`src/rtl/olf_pkg.sv`:
```
package olf_pkg;
  localparam int WORD_W = 32;

  typedef struct packed {
    logic wrEn;
    logic useRecirc;
  } laneStrobe_t;
endpackage

```
`src/rtl/olf_lane_ctrl.sv`:
```
module olf_lane_ctrl
  import olf_pkg::*;
#(
  parameter int LANES = 4,
  parameter int DEPTH = 12,
  localparam int PW = (DEPTH > 1) ? $clog2(DEPTH) : 1,
  localparam int CW = $clog2(DEPTH + 1)
) (
  input  logic                       clk,
  input  logic                       rst_n,
  input  logic                       clear,
  input  logic [LANES-1:0]           pushEn,
  input  logic                       popEn,
  input  logic                       recircEn,
  output laneStrobe_t [LANES-1:0]    strobe,
  output logic [LANES-1:0][PW-1:0]   wrPtr,
  output logic [LANES-1:0][PW-1:0]   rdPtr,
  output logic [LANES-1:0]           full,
  output logic [LANES-1:0]           empty,
  output logic                       errFlag
);

  function automatic logic [PW-1:0] nextPtr(input logic [PW-1:0] p);
    return (p == PW'(DEPTH - 1)) ? '0 : p + 1'b1;
  endfunction

  logic [LANES-1:0] badAccess;

  for (genvar i = 0; i < LANES; i++) begin : g_lane
    logic [CW-1:0] cnt;
    logic doPop, doPush, badPop, badPush;

    assign full[i]  = (cnt == CW'(DEPTH));
    assign empty[i] = (cnt == '0);

    always_comb begin
      doPop   = popEn && !empty[i];
      badPop  = popEn && empty[i];
      doPush  = recircEn ? doPop : (pushEn[i] && !full[i]);
      badPush = !recircEn && pushEn[i] && full[i];
      strobe[i].wrEn      = doPush;
      strobe[i].useRecirc = recircEn;
      badAccess[i]        = badPop || badPush;
    end

    always_ff @(posedge clk or negedge rst_n) begin
      if (!rst_n) begin
        cnt      <= '0;
        wrPtr[i] <= '0;
        rdPtr[i] <= '0;
      end else if (clear) begin
        cnt      <= '0;
        wrPtr[i] <= '0;
        rdPtr[i] <= '0;
      end else begin
        if (doPush) wrPtr[i] <= nextPtr(wrPtr[i]);
        if (doPop)  rdPtr[i] <= nextPtr(rdPtr[i]);
        if (doPush && !doPop)      cnt <= cnt + 1'b1;
        else if (doPop && !doPush) cnt <= cnt - 1'b1;
      end
    end

    // occupancy never passes the lane depth
    a_r2_count_bound: assert property (@(posedge clk) disable iff (!rst_n)
      cnt <= CW'(DEPTH));
  end

  always_ff @(posedge clk or negedge rst_n) begin
    if (!rst_n)          errFlag <= 1'b0;
    else if (clear)      errFlag <= 1'b0;
    else if (|badAccess) errFlag <= 1'b1;
  end

  // a recirculating pop keeps every lane's flags where they were
  a_r3_recirc_flags_hold: assert property (@(posedge clk) disable iff (!rst_n)
    (recircEn && popEn && !clear) |=> ($stable(full) && $stable(empty)));

  // the error flag only falls on clear
  a_r6_err_sticky: assert property (@(posedge clk) disable iff (!rst_n)
    (errFlag && !clear) |=> errFlag);

  // clear leaves all lanes empty and the flag low
  a_r7_clear_flush: assert property (@(posedge clk) disable iff (!rst_n)
    clear |=> ((&empty) && !errFlag));

endmodule

```
`src/rtl/olf_lane_dp.sv`:
```
module olf_lane_dp
  import olf_pkg::*;
#(
  parameter int LANES = 4,
  parameter int DEPTH = 12,
  localparam int PW = (DEPTH > 1) ? $clog2(DEPTH) : 1
) (
  input  logic                          clk,
  input  laneStrobe_t [LANES-1:0]       strobe,
  input  logic [LANES-1:0][PW-1:0]      wrPtr,
  input  logic [LANES-1:0][PW-1:0]      rdPtr,
  input  logic [LANES*WORD_W-1:0]       pushData,
  output logic [LANES*WORD_W-1:0]       popData
);

  for (genvar i = 0; i < LANES; i++) begin : g_lane
    logic [WORD_W-1:0] mem [DEPTH];
    logic [WORD_W-1:0] headWord;
    logic [WORD_W-1:0] tailWord;

    assign headWord = mem[rdPtr[i]];
    assign tailWord = strobe[i].useRecirc ? headWord
                                          : pushData[i*WORD_W +: WORD_W];
    assign popData[i*WORD_W +: WORD_W] = headWord;

    always_ff @(posedge clk) begin
      if (strobe[i].wrEn) mem[wrPtr[i]] <= tailWord;
    end
  end

endmodule

```
`src/rtl/operand_lane_fifo.sv`:
```
module operand_lane_fifo
  import olf_pkg::*;
#(
  parameter int NUM_LM = 4,
  parameter int LANES  = 4,
  localparam int DEPTH = (7 * NUM_LM + 19 + LANES - 1) / LANES,
  localparam int PW    = (DEPTH > 1) ? $clog2(DEPTH) : 1
) (
  input  logic                    clk,
  input  logic                    rst_n,
  input  logic                    clear,
  input  logic [LANES-1:0]        pushEn,
  input  logic [LANES*32-1:0]     pushData,
  input  logic                    popEn,
  input  logic                    recircEn,
  output logic [LANES*32-1:0]     popData,
  output logic [LANES-1:0]        full,
  output logic [LANES-1:0]        empty,
  output logic                    errFlag
);

  laneStrobe_t [LANES-1:0]     strobe;
  logic [LANES-1:0][PW-1:0]    wrPtr;
  logic [LANES-1:0][PW-1:0]    rdPtr;

  olf_lane_ctrl #(.LANES(LANES), .DEPTH(DEPTH)) u_ctrl (
    .clk(clk), .rst_n(rst_n), .clear(clear), .pushEn(pushEn),
    .popEn(popEn), .recircEn(recircEn), .strobe(strobe),
    .wrPtr(wrPtr), .rdPtr(rdPtr), .full(full), .empty(empty),
    .errFlag(errFlag)
  );

  olf_lane_dp #(.LANES(LANES), .DEPTH(DEPTH)) u_dp (
    .clk(clk), .strobe(strobe), .wrPtr(wrPtr), .rdPtr(rdPtr),
    .pushData(pushData), .popData(popData)
  );

endmodule

```
`config.mk`:
```
export PLATFORM = sky130hd
export DESIGN_NAME = operand_lane_fifo
export DESIGN_NICKNAME = d
export VERILOG_FILES = /design/src/rtl/olf_pkg.sv /design/src/rtl/olf_lane_ctrl.sv /design/src/rtl/olf_lane_dp.sv /design/src/rtl/operand_lane_fifo.sv
export SDC_FILE = /design/constraint.sdc
export NUM_CORES = 1
export LEC_CHECK = 0
export ABC_CLOCK_PERIOD_IN_PS = 4900
export BUFFER_PORTS_ARGS = -buffer_cell sky130_fd_sc_hd__buf_2
export CAP_MARGIN = 0
export CORE_AREA = 2 2 510 512
export DETAILED_ROUTE_END_ITERATION = 6
export DIE_AREA = 0 0 512 514
export GPL_ROUTABILITY_DRIVEN = 0
export SETUP_SLACK_MARGIN = 0.05
export SLEW_MARGIN = 40
export SYNTH_ARGS = -nofsm -noshare
export SYNTH_HDL_FRONTEND = slang
export SYNTH_HIERARCHICAL = 1
export SYNTH_SLANG_ARGS = --single-unit
```
`constraint.sdc`:
```
create_clock -name clk -period 4.9 [get_ports clk]
set_input_delay 0.98 -clock clk [delete_from_list [all_inputs] [get_ports clk]]
set_output_delay 0.98 -clock clk [all_outputs]
set_load 0.005 [all_outputs]
```
### After elaboration in Yosys (flattened, before gate mapping)

Memory sizes are Yosys's and may differ from the RTL's.
Index checks and enable logic that the tools add are counted.

* word-level logic and storage cells: 166
* register bits after elaboration: 49
* output and inout port bits: 137
* RAM bits: 1536
* memory bits (read-only): 0
* memories: 4
* latch bits: 0

Memory list
* u_dp.g_lane[0].mem: depth 12, bits a word 32, rd ports 1, clocked after Yosys merged registers in 0, wr ports 1, line olf_lane_dp.sv:17 `logic [WORD_W-1:0] mem [DEPTH];`
* u_dp.g_lane[1].mem: depth 12, bits a word 32, rd ports 1, clocked after Yosys merged registers in 0, wr ports 1, line olf_lane_dp.sv:17
* u_dp.g_lane[2].mem: depth 12, bits a word 32, rd ports 1, clocked after Yosys merged registers in 0, wr ports 1, line olf_lane_dp.sv:17
* u_dp.g_lane[3].mem: depth 12, bits a word 32, rd ports 1, clocked after Yosys merged registers in 0, wr ports 1, line olf_lane_dp.sv:17

* muxes and demuxes: 54
* shift-type cells: 0
* reduce and logical (&&, ||, !) cells: 67
* multipliers: 0
* $add $sub $neg: 16
* magnitude comparators: 0
* equal/unequal tests: 12
* bitwise logic cells: 0
* divide/modulo/power cells: 0

Operator list (count)
* two-way mux 4 bit: 36
* two-way mux 32 bit: 4
* adder 4 x 1 -> 4 bit (second input constant): 12
* equality test 4 bit (second input constant): 12
* logical AND 1 bit: 28
* nonzero test 2 bit: 9
* zero test 1 bit: 17
* zero test 4 bit: 4
* subtractor 4 x 1 -> 4 bit (second input constant): 4
* two-way mux 1 bit: 14
* nonzero test 3 bit: 4
* logical OR 1 bit: 4
* OR reduction 4 bit: 1

### Longest topological paths before layout

* depth in word-level cells: 9
* gate-level depth with buffers: 9
* depth with buffers taken out: 9

### Cells and area by module

Netlist, hierarchy kept.

By module, submodules not included
* olf_lane_dp: seq. area each 46124.2 µm², times used 1, cells an instance 2936, area each 60625.6 µm²
* olf_lane_ctrl: seq. area each 1226.2 µm², times used 1, cells an instance 367, area each 3429.5 µm²

### Worst setup path before layout

OpenSTA, ideal clock, no wires.

* path kind: input port to flip-flop
* start point: input popEn
* end point: memory u_dp.g_lane[2].mem[0][0] (enable)
* path slack: -86 ps
* arrival time: 4525 ps
* buffers on the path: 2
* library setup time: 461 ps
* data required time: 4439 ps
* stages on the path: 7
* cells stage by stage: buf_2 > o41a_1 > nand2_1 > nand2_1 > buf_4 > or3b_2 > nor3_1

* cells in the longest elaborated chain, start to end: 4

RTL lines
* start, declared: line operand_lane_fifo.sv:14 `input logic popEn,`
* logical AND 1 bit: line olf_lane_ctrl.sv:37 `doPop = popEn && !empty[i];`
* two-way mux 1 bit: line olf_lane_ctrl.sv:39 `doPush = recircEn ? doPop : (pushEn[i] && !full[i]);`
* via u_ctrl.g_lane[2].doPush: line olf_lane_ctrl.sv:31 `logic doPop, doPush, badPop, badPush;`
* two-way mux 1 bit: line olf_lane_dp.sv:27 `if (strobe[i].wrEn) mem[wrPtr[i]] <= tailWord;`
* two-way mux 1 bit (not written as such): line olf_lane_dp.sv:27
* end, declared: line olf_lane_dp.sv:17

The timed path passes the listed nets, and every way through them passes these cells.

### Worst setup path after layout

* start point: register u_ctrl/rdPtr[4] in the netlist's numbering
* end point: output popData[52]

* cells in the longest elaborated chain, start to end: 1

RTL lines
* start, declared: line olf_lane_ctrl.sv:17 `output logic [LANES-1:0][PW-1:0] rdPtr,`
* start signal, assigned by index: line olf_lane_ctrl.sv:57 `if (doPop) rdPtr[i] <= nextPtr(rdPtr[i]);`
* memory (12 x 32 bit)
* end, declared: line operand_lane_fifo.sv:16 `output logic [LANES*32-1:0] popData,`

Every way passes these cells.

==> flow_summary.ini <==
[run_status]
status = completed

[yosys]
synth_largest_area_cell = edfxtp_1
synth_edf_count = 1536
async_reset_ff_share_pct = 3.09
netlist_top_cells_count = 1536 x edfxtp_1, 384 x mux4_2, 199 x o21ai_0
ys_ff_latch = 1585
yosysTopAreaCellShare_pct = 72.0
synthCells = 3303
yosysMostFrequentCell = edfxtp_1
ys_seq_area_share_pct = 73.9
yosys.cell_types.count = 61
synth_area_per_cell_um2 = 19.4
synth_top_family_by_area = multiplexers
netlist_top_cells_area = edfxtp_1 72%, mux4_2 14%, mux2i_1 2.1%
yosys.area_share.simple_pct = 3.74
synth_fa_ha_area_share_pct = 0.438
synth_nets = 3460
synth_xor_area_share_pct = 0.0684
synthMuxAreaShare_pct = 15.9
syn-cell-area_um2 = 64100
ys.flop_type = edfxtp_1
synth_compound_area_share_pct = 4.15
synth_warnings = 6

[cells_and_area]
fin_nets = 3856
syn_to_final_growth_pct = 18.6
fillers = 25100
drive_gt1_share_pct = 30.7
multiInputGateArea_um2 = 16100
fin_util_pct = 29.4
ff_latch_area_um2 = 47400

[sta]
fin_crit_sh_pct = 88.3
relSlewSlack_pct = 44.0
finalHoldViolCount = 0
setup_viol = 0
rsz0062_at_grt = false
worst_slack_ns = 0.573
timing.hold.ws_ns = 0.120
final.setup.tns_ns = 0
clock.fmax_mhz = 231
slew_viol_final = 0
worstMarginPinSlew_ns = 0.835
fin_skew_ns = 0.0435
period_minus_slack_ns = 4.33

[placed_design]
dp_hpwl_mm = 92.2
dp_slack_ns = 0.776
port_buffers = 273

[clock_tree]
worstSkewPairLatency_ns = 0.81
root_buffer = clkbuf_16
cts_sinks = 1585
cts_buffer_depth = 3
h-tree-depth = 4
cts_made_buffers = 162
tritoncts = yes
cts_hold_buffers = 0
cts-resized-gates = 0
postCtsSetupRepairBufs = 0
clk_pin_slew_worst_paths_ns = 0.06

[floorplanning]
die_w_um = 512
die_h_um = 514
core_area_um2 = 258000
start_util_pct = 24.8
die_area_um2 = 263000
io_pins = 274
rows = 187

[detailed_routing]
drc = 0
antenna_left = 0
wire_per_inst_um = 21.1
dr.pass1.iters = 6
routed_wl_mm = 153
viasPerCell = 4.53
drt_iter0_markers = 2764
vias = 32800

[worst_hold_path]
hold_class = primary input to async pin

[power_and_ir_drop]
powerDensity_nw_per_um2 = 436
vdd.ir_drop.worst_mv = 0.310
power_w = 0.0331
cellLeakagePower_nw = 23.1

[worst_setup_path]
cp_data_arrival_time_ns = 3.35
worst_setup_path_start_kind = flip-flop
crit_path_max_fanout = 25
required_ns = 3.92
worstSetupPathType = flip-flop to output port
cp-end-kind = output port

[global_routing]
grt_pass1_vias = 33700
track_usage_pct = 11.3
grt_max_degree = 53
antenna_found_initial = 6
grt_pass1_wl_mm = 224
globalRouteOverflowTotal = 0

[flow_run]
cap_violations = 0
cell type report:
| type | count | area share [%] |
|---|---|---|
| inverters | 23 | 0.114 |
| flip-flops and latches | 1585 | 62.4 |
| repair buffers | 420 | 3.74 |
| clock buffers | 191 | 5.51 |
| well taps | 3402 | 5.60 |
| clock inverters | 101 | 1.47 |
| multi-input cells | 1507 | 21.2 |
| diodes | 2 | 0.00659 |
per-stage QoR:
step | instance area [um^2] | instances
floorplan | 64100 | 3303
global placement | 70400 | 6935
detailed placement | 70500 | 6937
CTS | 75800 | 7229
global route | 76000 | 7229
finish | 76000 | 7231
kinds of logic (layout without fill, tap and decap cells):
logic type	after synthesis	after routing
simple gates	469	469
xor+xnor	5	5
mux	533	533
fa+ha+maj	20	20
compound gates	480	480
other cells	0	2
flops	1585	1585
buf+inv	211	735
worst paths after layout:
kind / from / end / slack (ns) / depth (start not counted)
max: u_ctrl/rdPtr[4] / popData[52] / 0.57 / 6
min: rst_n / u_ctrl/errFlag / 0.12 / 1
max in group asynchronous: rst_n / u_ctrl/rdPtr[0] / 3.97 / 2
min reg2reg: u_ctrl/errFlag / u_ctrl/errFlag / 0.58 / 2
min in group clk: u_ctrl/errFlag / u_ctrl/errFlag / 0.58 / 2
max reg2reg: u_ctrl/g_lane[2].cnt[0] / u_dp/g_lane[2].mem[1][22] / 1.61 / 6
per-layer routing:
metal	up-vias	track usage, %	wire length, um
met1	17400	15.5	67700
met2	925	18.2	72500
met4	0	2.98	3070
met3	177	2.46	9470
li1	14300	-	-
met5	-	0	0
power by group:
part	switching, W	internal [W]	total [W]
combinational	0.00277	0.00206	0.00483
clock	0.00532	0.00693	0.0122
sequential	0.000309	0.0158	0.0161
total	0.00840	0.0248	0.0331
placed cells by master, fill, tap and decap left out, drive strengths merged, types with 16 or more instances in the layout:
cell type | synthesis | layout
ha | 16 | 16
nor3 | 18 | 18
mux2 | 16 | 16
clkinv | 0 | 75
edfxtp | 1536 | 1536
nor2 | 79 | 79
o21ai | 269 | 269
dfrtp | 49 | 49
nand2b | 19 | 19
mux4 | 384 | 384
mux2i | 133 | 133
nand2 | 157 | 157
clkbuf | 70 | 192
inv | 23 | 32
a21oi | 163 | 163
buf | 118 | 419
nor2b | 139 | 139
registers in the layout (all words and copies together) (netlist names):
name and flops:
u_ctrl/rdPtr 16, u_dp/g_lane.mem 1536, u_ctrl/errFlag 1, u_ctrl/g_lane.cnt 16, u_ctrl/wrPtr 16
critical path, stage by stage (launching register included):
cell and delay, ns:
dfrtp_4 0.73, buf_12 0.27, buf_12 0.26, mux4_2 0.52, mux2i_1 0.32, o21ai_0 0.23
buf_2 0.19
Power figures use the tool's default switching activity.
